### src/rtl/fpll_pkg.sv
package fpll_pkg;
    localparam int DATA_W   = 32;

    // control word layout
    localparam int M_LSB    = 16;
    localparam int M_W      = 9;
    localparam int P_LSB    = 8;
    localparam int P_W      = 6;
    localparam int S_LSB    = 0;
    localparam int S_W      = 3;
    localparam int EN_BIT   = 31;
    localparam int LOCK_BIT = 29;

    // fractional register layout
    localparam int K_W      = 16;

    // guard register layout
    localparam int GUARD_BIT = 1;

    // byte offsets; the fractional register must sit 8 above the control word
    localparam int OFS_LOCKT = 'h00;
    localparam int OFS_GUARD = 'h04;
    localparam int OFS_CTRL  = 'h10;
    localparam int OFS_FRAC  = OFS_CTRL + 'h8;

    typedef enum logic [2:0] {
        SEL_NONE,
        SEL_LOCKT,
        SEL_GUARD,
        SEL_CTRL,
        SEL_FRAC
    } reg_sel_e;
endpackage

### src/rtl/fpll_addr_dec.sv
module fpll_addr_dec
    import fpll_pkg::*;
#(
    parameter int ADDR_W = 8
) (
    input  logic [ADDR_W-1:0] addr,
    output reg_sel_e          sel
);
    always_comb begin
        if (addr == ADDR_W'(OFS_LOCKT))      sel = SEL_LOCKT;
        else if (addr == ADDR_W'(OFS_GUARD)) sel = SEL_GUARD;
        else if (addr == ADDR_W'(OFS_CTRL))  sel = SEL_CTRL;
        else if (addr == ADDR_W'(OFS_FRAC))  sel = SEL_FRAC;
        else                                 sel = SEL_NONE;
    end
endmodule

### src/rtl/fpll_regfile.sv
module fpll_regfile
    import fpll_pkg::*;
#(
    parameter int LOCK_W = 20
) (
    input  logic              clk,
    input  logic              rst_n,
    input  reg_sel_e          sel,
    input  logic              we,
    input  logic [DATA_W-1:0] wdata,
    output logic [LOCK_W-1:0] lock_time,
    output logic              guard,
    output logic              en,
    output logic [M_W-1:0]    m,
    output logic [P_W-1:0]    p,
    output logic [S_W-1:0]    s,
    output logic [K_W-1:0]    k,
    output logic              start,
    output logic              stop
);
    typedef struct packed {
        logic [LOCK_W-1:0] lt;
        logic              guard;
        logic              en;
        logic [M_W-1:0]    m;
        logic [P_W-1:0]    p;
        logic [S_W-1:0]    s;
        logic [K_W-1:0]    k;
    } regs_t;

    regs_t r_d, r_q;
    logic  start_d, stop_d;
    logic  unused_wdata;

    assign unused_wdata = ^wdata;

    always_comb begin
        r_d     = r_q;
        start_d = 1'b0;
        stop_d  = 1'b0;
        if (we) begin
            unique case (sel)
                SEL_LOCKT: r_d.lt    = wdata[LOCK_W-1:0];
                SEL_GUARD: r_d.guard = wdata[GUARD_BIT];
                SEL_CTRL: begin
                    r_d.en = wdata[EN_BIT];
                    if (r_q.guard) begin
                        r_d.m = wdata[M_LSB +: M_W];
                        r_d.p = wdata[P_LSB +: P_W];
                        r_d.s = wdata[S_LSB +: S_W];
                    end
                    if (!wdata[EN_BIT])
                        stop_d = 1'b1;
                    else if (!r_q.en || r_q.guard)
                        start_d = 1'b1;
                end
                SEL_FRAC: begin
                    if (r_q.guard) begin
                        r_d.k = wdata[K_W-1:0];
                        if (r_q.en)
                            start_d = 1'b1;
                    end
                end
                default: ;
            endcase
        end
    end

    always_ff @(posedge clk or negedge rst_n) begin
        if (!rst_n) begin
            r_q       <= '0;
            r_q.guard <= 1'b1;
        end else begin
            r_q <= r_d;
        end
    end

    assign lock_time = r_q.lt;
    assign guard     = r_q.guard;
    assign en        = r_q.en;
    assign m         = r_q.m;
    assign p         = r_q.p;
    assign s         = r_q.s;
    assign k         = r_q.k;
    assign start     = start_d;
    assign stop      = stop_d;
endmodule

### src/rtl/fpll_lock_timer.sv
module fpll_lock_timer #(
    parameter int LOCK_W = 20
) (
    input  logic              clk,
    input  logic              rst_n,
    input  logic              start,
    input  logic              stop,
    input  logic [LOCK_W-1:0] lock_time,
    output logic              locked
);
    typedef struct packed {
        logic [LOCK_W-1:0] cnt;
        logic              locked;
    } tmr_t;

    tmr_t t_d, t_q;

    always_comb begin
        t_d = t_q;
        if (stop) begin
            t_d.cnt    = '0;
            t_d.locked = 1'b0;
        end else if (start) begin
            t_d.cnt    = (lock_time == '0) ? LOCK_W'(1) : lock_time;
            t_d.locked = 1'b0;
        end else if (t_q.cnt != '0) begin
            t_d.cnt = t_q.cnt - LOCK_W'(1);
            if (t_q.cnt == LOCK_W'(1))
                t_d.locked = 1'b1;
        end
    end

    always_ff @(posedge clk or negedge rst_n) begin
        if (!rst_n) t_q <= '0;
        else        t_q <= t_d;
    end

    assign locked = t_q.locked;
endmodule

### src/rtl/fpll_ctrl.sv
module fpll_ctrl
    import fpll_pkg::*;
#(
    parameter int ADDR_W = 8,
    parameter int LOCK_W = 20
) (
    input  logic                 clk,
    input  logic                 rst_n,
    input  logic [ADDR_W-1:0]    bus_addr,
    input  logic                 bus_we,
    input  logic [DATA_W-1:0]    bus_wdata,
    output logic [DATA_W-1:0]    bus_rdata,
    output logic                 pll_en,
    output logic                 pll_locked,
    output logic [M_W-1:0]       pll_m,
    output logic [P_W-1:0]       pll_p,
    output logic [S_W-1:0]       pll_s,
    output logic [K_W-1:0]       pll_k
);
    reg_sel_e          sel;
    logic [LOCK_W-1:0] lock_time;
    logic              guard_en;
    logic              seq_start, seq_stop;

    fpll_addr_dec #(.ADDR_W(ADDR_W)) u_dec (
        .addr (bus_addr),
        .sel  (sel)
    );

    fpll_regfile #(.LOCK_W(LOCK_W)) u_regs (
        .clk       (clk),
        .rst_n     (rst_n),
        .sel       (sel),
        .we        (bus_we),
        .wdata     (bus_wdata),
        .lock_time (lock_time),
        .guard     (guard_en),
        .en        (pll_en),
        .m         (pll_m),
        .p         (pll_p),
        .s         (pll_s),
        .k         (pll_k),
        .start     (seq_start),
        .stop      (seq_stop)
    );

    fpll_lock_timer #(.LOCK_W(LOCK_W)) u_tmr (
        .clk       (clk),
        .rst_n     (rst_n),
        .start     (seq_start),
        .stop      (seq_stop),
        .lock_time (lock_time),
        .locked    (pll_locked)
    );

    always_comb begin
        bus_rdata = '0;
        unique case (sel)
            SEL_LOCKT: bus_rdata[LOCK_W-1:0]   = lock_time;
            SEL_GUARD: bus_rdata[GUARD_BIT]    = guard_en;
            SEL_CTRL: begin
                bus_rdata[EN_BIT]          = pll_en;
                bus_rdata[LOCK_BIT]        = pll_locked;
                bus_rdata[M_LSB +: M_W]    = pll_m;
                bus_rdata[P_LSB +: P_W]    = pll_p;
                bus_rdata[S_LSB +: S_W]    = pll_s;
            end
            SEL_FRAC:  bus_rdata[K_W-1:0]      = pll_k;
            default: ;
        endcase
    end
endmodule

### config.mk
export PLATFORM = sky130hd
export DESIGN_NAME = fpll_ctrl
export DESIGN_NICKNAME = d
export VERILOG_FILES = /design/src/rtl/fpll_pkg.sv /design/src/rtl/fpll_addr_dec.sv /design/src/rtl/fpll_regfile.sv /design/src/rtl/fpll_lock_timer.sv /design/src/rtl/fpll_ctrl.sv
export SDC_FILE = /design/constraint.sdc
export NUM_CORES = 1
export LEC_CHECK = 0
export CELL_PAD_IN_SITES_DETAIL_PLACEMENT = 2
export CELL_PAD_IN_SITES_GLOBAL_PLACEMENT = 2
export CORE_ASPECT_RATIO = 1.1
export CORE_MARGIN = 5
export CORE_UTILIZATION = 32
export DETAILED_ROUTE_END_ITERATION = 7
export GPL_ROUTABILITY_DRIVEN = 0
export PLACE_DENSITY = 0.82
export SETUP_SLACK_MARGIN = 0.3
export SYNTH_ARGS = -nofsm -noshare
export SYNTH_HDL_FRONTEND = slang
export SYNTH_SLANG_ARGS = --single-unit
### constraint.sdc
create_clock -name clk -period 4.45 [get_ports clk]
set_clock_uncertainty 0.1 [all_clocks]
set_input_delay 0.445 -clock clk [delete_from_list [all_inputs] [get_ports clk]]
set_output_delay 0.445 -clock clk [all_outputs]
set_load 0.05 [all_outputs]
-- Word-level counts from Yosys, hierarchy flattened
Index checks and enable logic that the tools add are counted.
- bits in registers: 77
- bits in latches: 0
- RAM bits: 0
- bits in read-only memories: 0
- input bits: 43
- output and inout port bits: 68
- memories: 0
- add/subtract/negate cells: 1
- $mul: 0
- div/mod/pow operators: 0
- order comparisons: 0
- equality and inequality tests: 8
- shifts and indexed selects: 0
- muxes and demuxes: 28
- bitwise gates (word level): 0
- reduce and logical (&&, ||, !) cells: 13
- operator list (cell ; number):
    21-bit 2-to-1 mux ; 3
    20-bit by 1-bit == test with 1-bit output, second input constant ; 1
    20-bit zero test ; 1
    20-bit 2-to-1 mux ; 1
    20-bit nonzero test ; 1
    20-bit by 1-bit subtractor with 20-bit output, second input constant ; 1
    6-bit case mux with 3 select lines ; 1
    8-bit by 5-bit == test with 1-bit output, second input constant ; 2
    3-bit 2-to-1 mux ; 4
    1-bit 2-to-1 mux ; 11
    5-bit case mux with 2 select lines ; 1
    8-bit by 3-bit == test with 1-bit output, second input constant ; 1
    8-bit zero test ; 1
    4-bit case mux with 2 select lines ; 1
    2-bit AND reduction ; 4
    3-bit by 2-bit == test with 1-bit output, second input constant ; 2
    1-bit case mux with 3 select lines ; 2
    3-bit AND reduction ; 2
    3-bit nonzero test ; 2
    5-bit 2-to-1 mux ; 1
    1-bit case mux with 4 select lines ; 1
    2-bit case mux with 2 select lines ; 1
    3-bit by 1-bit == test with 1-bit output, second input constant ; 1
    3-bit == test, second input constant ; 1
    other kinds (3) ; 3

-- Logic depth before layout (Yosys ltp)
- word-level depth: 10
- depth in mapped cells: 7
- depth with buffers taken out: 6

-- By module
Synthesis repeated with hierarchy kept, for this count alone.
- cells, all modules: 357
- area, all modules: 4055.1 um2
- modules (own cells, without submodules) (module ; instances ; cells each ; area an instance (um2) ; sequential area each (um2)):
    fpll_regfile ; 1 ; 130 ; 2225.9 ; 1402.6
    fpll_lock_timer ; 1 ; 146 ; 1303.8 ; 525.5
    fpll_ctrl ; 1 ; 74 ; 475.5 ; 0.0
    fpll_addr_dec ; 1 ; 7 ; 50.0 ; 0.0

-- Worst setup path after synthesis
No wires, ideal clock.
- path kind: in2out
- start: in bus_addr[0]
- end: out bus_rdata[16]
- data arrival time: 2.677 ns
- path slack: 1.228 ns
- stages on the path: 4
- buffers on the path: 1
- cells stage by stage: or4_4 > or3_4 > clkbuf_1 > nor3_1
- longest elaborated chain between the ends: 7
- elaborated cells between the ends (all ways): 11
- those cells by class: eq/ne (5); mux (5); reduce/logical (1)
- RTL lines (what ; line ; RTL):
    from (decl) ; fpll_ctrl.sv:9 ; input logic [ADDR_W-1:0] bus_addr,
    8-bit by 5-bit == test with 1-bit output ; fpll_addr_dec.sv:13 ; else if (addr == ADDR_W'(OFS_FRAC)) sel = SEL_FRAC;
    3-bit 2-to-1 mux ; fpll_addr_dec.sv:13 ;
    3-bit 2-to-1 mux ; fpll_addr_dec.sv:12 ; else if (addr == ADDR_W'(OFS_CTRL)) sel = SEL_CTRL;
    3-bit 2-to-1 mux ; fpll_addr_dec.sv:11 ; else if (addr == ADDR_W'(OFS_GUARD)) sel = SEL_GUARD;
    3-bit 2-to-1 mux * ; fpll_addr_dec.sv:10 ; if (addr == ADDR_W'(OFS_LOCKT)) sel = SEL_LOCKT;
    3-bit by 2-bit == test with 1-bit output / 3-bit by 1-bit == test with 1-bit output (equally long branches) ; fpll_ctrl.sv:58 ; unique case (sel)
    4-bit case mux with 2 select lines * ; fpll_ctrl.sv:58 ;
    to (decl) ; fpll_ctrl.sv:12 ; output logic [DATA_W-1:0] bus_rdata,
Mark *: on every way between the ends. The rest lies on a longest branch, timed or not.

-- Worst setup path after layout
- start: in bus_addr[0]
- end: out bus_rdata[21]
- longest elaborated chain between the ends: 7
- elaborated cells between the ends (all ways): 10
- those cells by class: eq/ne (4); mux (5); reduce/logical (1)
- RTL lines (what ; line):
    8-bit by 5-bit == test with 1-bit output ; fpll_addr_dec.sv:13
    3-bit 2-to-1 mux ; fpll_addr_dec.sv:13
    3-bit 2-to-1 mux ; fpll_addr_dec.sv:12
    3-bit 2-to-1 mux ; fpll_addr_dec.sv:11
    3-bit 2-to-1 mux * ; fpll_addr_dec.sv:10
    3-bit by 2-bit == test with 1-bit output * ; fpll_ctrl.sv:58
    5-bit 2-to-1 mux * ; fpll_ctrl.sv:58
Marked as above.

==> results.toml <==
[outcome]
status = "complete, no violations"

[layout]
design_area_um2 = 5430
final.fill_count = 1199
multi_input_area_um2 = 1950
final_net_count = 509
instances_no_fill = 623
n_antenna_cell = 0
syn2layout_area_growth_pct = 35.9
regArea_um2 = 1930
final_core_util_pct = 44.7
layout-drive-gt1-share_pct = 19.8

[synth]
ys_types = 44
synth_area_um2 = 3990
synth_xor_xnor_area_share_pct = 2.41
synth_top_area_share_pct = 47.6
synthMuxAreaShare_pct = 19.6
syn_area_per_cell_um2 = 10.9
synthSimpleGateAreaFrac_pct = 17.5
netlist_instances = 367
ys_warn_count = 0
ys_seq_area_share_pct = 48.3
ys_top_cells_by_area = "dfrtp_1, mux2_2, nor2_1"
ys_seq_elements = 77
synth_enable_flop_cells = 0
synth-main-ff-cell = "dfrtp_1"
async_reset_ff_share_pct = 100
synth_compound_area_share_pct = 8.12
synth_top_area_cell = "dfrtp_1"
synthAdderAreaFrac_pct = 0.627
synth_top_family_by_area = "multiplexers"

[global_routing]
grt_max_degree = 78
antenna_found_initial = 0
grt_pass1_wl_um = 25500
grt_use_total_pct = 22.8
grt_pass1_vias = 4013
grt_overflow_total = 0

[floorplanning]
start_util_pct = 32.9
rows = 42
die_x_um = 117
die_y_um = 127
die-area_um2 = 14800
io_pins = 111
core_area_um2 = 12100

[sta]
fin_crit_ns = 3.86
finalMaxSlewViolations = 0
rsz0062_at_grt = "false"
setup_tns_ns = 0
timing.final.hold_violations = 0
worst_slew_pin_slew_ns = 1.02
max_freq_mhz = 259
setup_violations = 0
fin_crit_sh_pct = 86.7
relSlewSlack_pct = 32.0

[drt]
drtIter0Drc = 130
drt.antenna.violating_nets = 0
wire_per_inst_um = 25.9
vias = 3433
viasPerCell = 5.51
drc_errors = 0
drtPass1Iterations = 4
wirelength_um = 16100

[setup_path]
crit_chain = "clkdlybuf4s50_1 -> or4_4 -> or3_4 -> nor2_2 -> and2_1 -> clkdlybuf4s50_1"
cp.arrival_ns = 3.31
slowest_stage = "clkdlybuf4s50_1"
worst_setup_path_start_kind = "input port"
rr_worst_depth = 5
slowest_delay_ns = 0.82
crit_end = "bus_rdata[21]"
startpoint = "bus_addr[0]"
cp-end-kind = "primary output"
path_max_fanout = 21
crit_buf_inv = 2
rr_endpoint = "u_tmr.t_q[1]"
worstPathRequired_ns = 3.90
crit_cells = 6
rr_startpoint = "u_tmr.t_q[5]"
crit_type = "input port to primary output"
critPathTopFamily = "simple AND/OR/NAND/NOR gates"
r2r_slack_ns = 1.89
crit_top_cell = "clkdlybuf4s50_1"

[clocking]
clock_sinks = 77
htreeDepth = 3
postCtsSetupRepairBufs = 0
cts_buffer_depth = 2
ctsRootBufferMaster = "clkbuf_16"
cts.clk_slew.worst_paths_ns = 0.06
cts_tree = "yes"
clk_latency_ns = 0.34
cts_buffers = 9

[placement]
place_inst = 607
io_buffers = 99
place_area_um2 = 5110
place_hpwl_um = 10400

[hold_path]
hold_class = "input port to asynchronous set/reset pin"

[power_and_ir_drop]
power.density_nw_per_um2 = 360
p_leak_nw = 2.28
ir_drop_mv = 0.229

[run]
max_cap_violations = 0
flip-flops by register name, summed over array words and instances (netlist names):
| name | cells |
|---|---|
| u_regs.m | 9 |
| u_regs.en | 1 |
| u_regs.p | 6 |
| u_regs.s | 3 |
| u_regs.k | 16 |
| u_tmr.t_q | 20 |
| u_regs.guard | 1 |
| u_tmr.locked | 1 |
| u_regs.lock_time | 20 |
cell families (layout without fill, tap and decap cells):
group | after synthesis | count (layout)
xor gates and xnor gates | 11 | 11
AOI/OAI and AO/OA | 50 | 50
adders and majority gates | 2 | 2
muxes | 71 | 71
DFF | 77 | 77
and+or+nand+nor | 129 | 129
other | 1 | 5
buffers and inverters | 26 | 124
cell usage after synthesis (all sizes together), types with 10 or more instances:
library cell  number
nand2             23
mux2i             13
dfrtp             76
mux2              58
a22oi             12
buf               14
nor4              14
nor2              42
and2              10
xnor2             10
a21oi             15
nor3              15
what timing repair did:
| action | CTS | global route |
|---|---|---|
| hold buffers | 0 | 0 |
| resized for setup | 0 | 1 |
| endpoints found under the setup margin | 0 | 7 |
| hold endpoints to repair | 0 | 0 |
layout make-up:
cell class,instances,area share [%]
Clock buffer,10,4.22
Inverter,3,0.208
Multi-Input combinational cell,268,35.9
Timing Repair Buffer,105,19.0
Sequential cell,77,35.5
Tap cell,154,3.55
Clock inverter,6,1.59
power breakdown:
part	switching (mW)	internal, mW
sequential	0.0702	0.754
clock	0.319	0.492
combinational	0.182	0.137
worst register-to-register path, cell delays in order (launching register included):
cell and delay (ns):
dfrtp_1 0.41, nor4_2 0.65, nand4_1 0.33, or3_1 0.54
xnor2_1 0.20, a211oi_1 0.24
cell usage in the layout (no fill, tap or decap), types with 2 or more instances in the layout:
master	Yosys	final
a22oi_1	12	12
mux2_2	58	58
buf_4	8	8
nand2b_1	2	2
clkbuf_16	0	9
nor2_1	41	40
nor3_1	15	15
or3_1	2	2
a211oi_1	3	3
bufinv_16	0	2
nand3_1	7	7
a21oi_1	15	15
o31a_1	2	2
and2_1	10	10
o21ai_0	4	4
a311oi_1	2	2
nor4_4	3	3
clkinv_2	0	2
o21ai_1	5	5
ha_1	2	2
xnor2_1	10	10
or4_1	4	4
clkdlybuf4s50_1	0	97
nor4_1	9	9
nor4_2	2	2
nand4_1	3	3
nand2_1	23	23
mux2i_1	13	13
dfrtp_1	76	76
conb_1	1	5
inv_1	3	3
o31ai_1	2	2
and3_1	3	3
worst min-delay path by stage:
stage	cells after the start	to	slack, ns	start
final	1	u_regs.lock_time[3]	0.17	rst_n
after global routing	1	u_regs.lock_time[3]	0.25	rst_n
after floorplan	0	u_regs.en	0.05	rst_n
after detailed placement	1	u_regs.m[5]	0.42	u_regs.m[5]
after CTS	1	u_regs.k[3]	0.21	rst_n
after global placement	1	u_regs.m[4]	0.41	u_regs.m[4]
per-stage QoR:
stage / total power [mW] / hold slack (ns) / setup slack (ns)
after floorplan: 1.02 / 0.0494 / 1.23
after global placement: 1.13 / 0.409 / 0.535
after detailed placement: 1.15 / 0.423 / 0.427
after CTS: 1.97 / 0.210 / 0.351
after global routing: 2.04 / 0.245 / 0.459
final: 1.95 / 0.167 / 0.593
layer usage:
layer  vias to the layer above  GRT usage (%)  part of all wire [%]
met5                         -              0                     0
met4                         0           6.96                   2.4
met1                      1771           28.8                    41
met3                        31           6.15                   5.9
li1                       1513              -                     -
met2                       118           37.9                    51
Power figures use the tool's default switching activity.
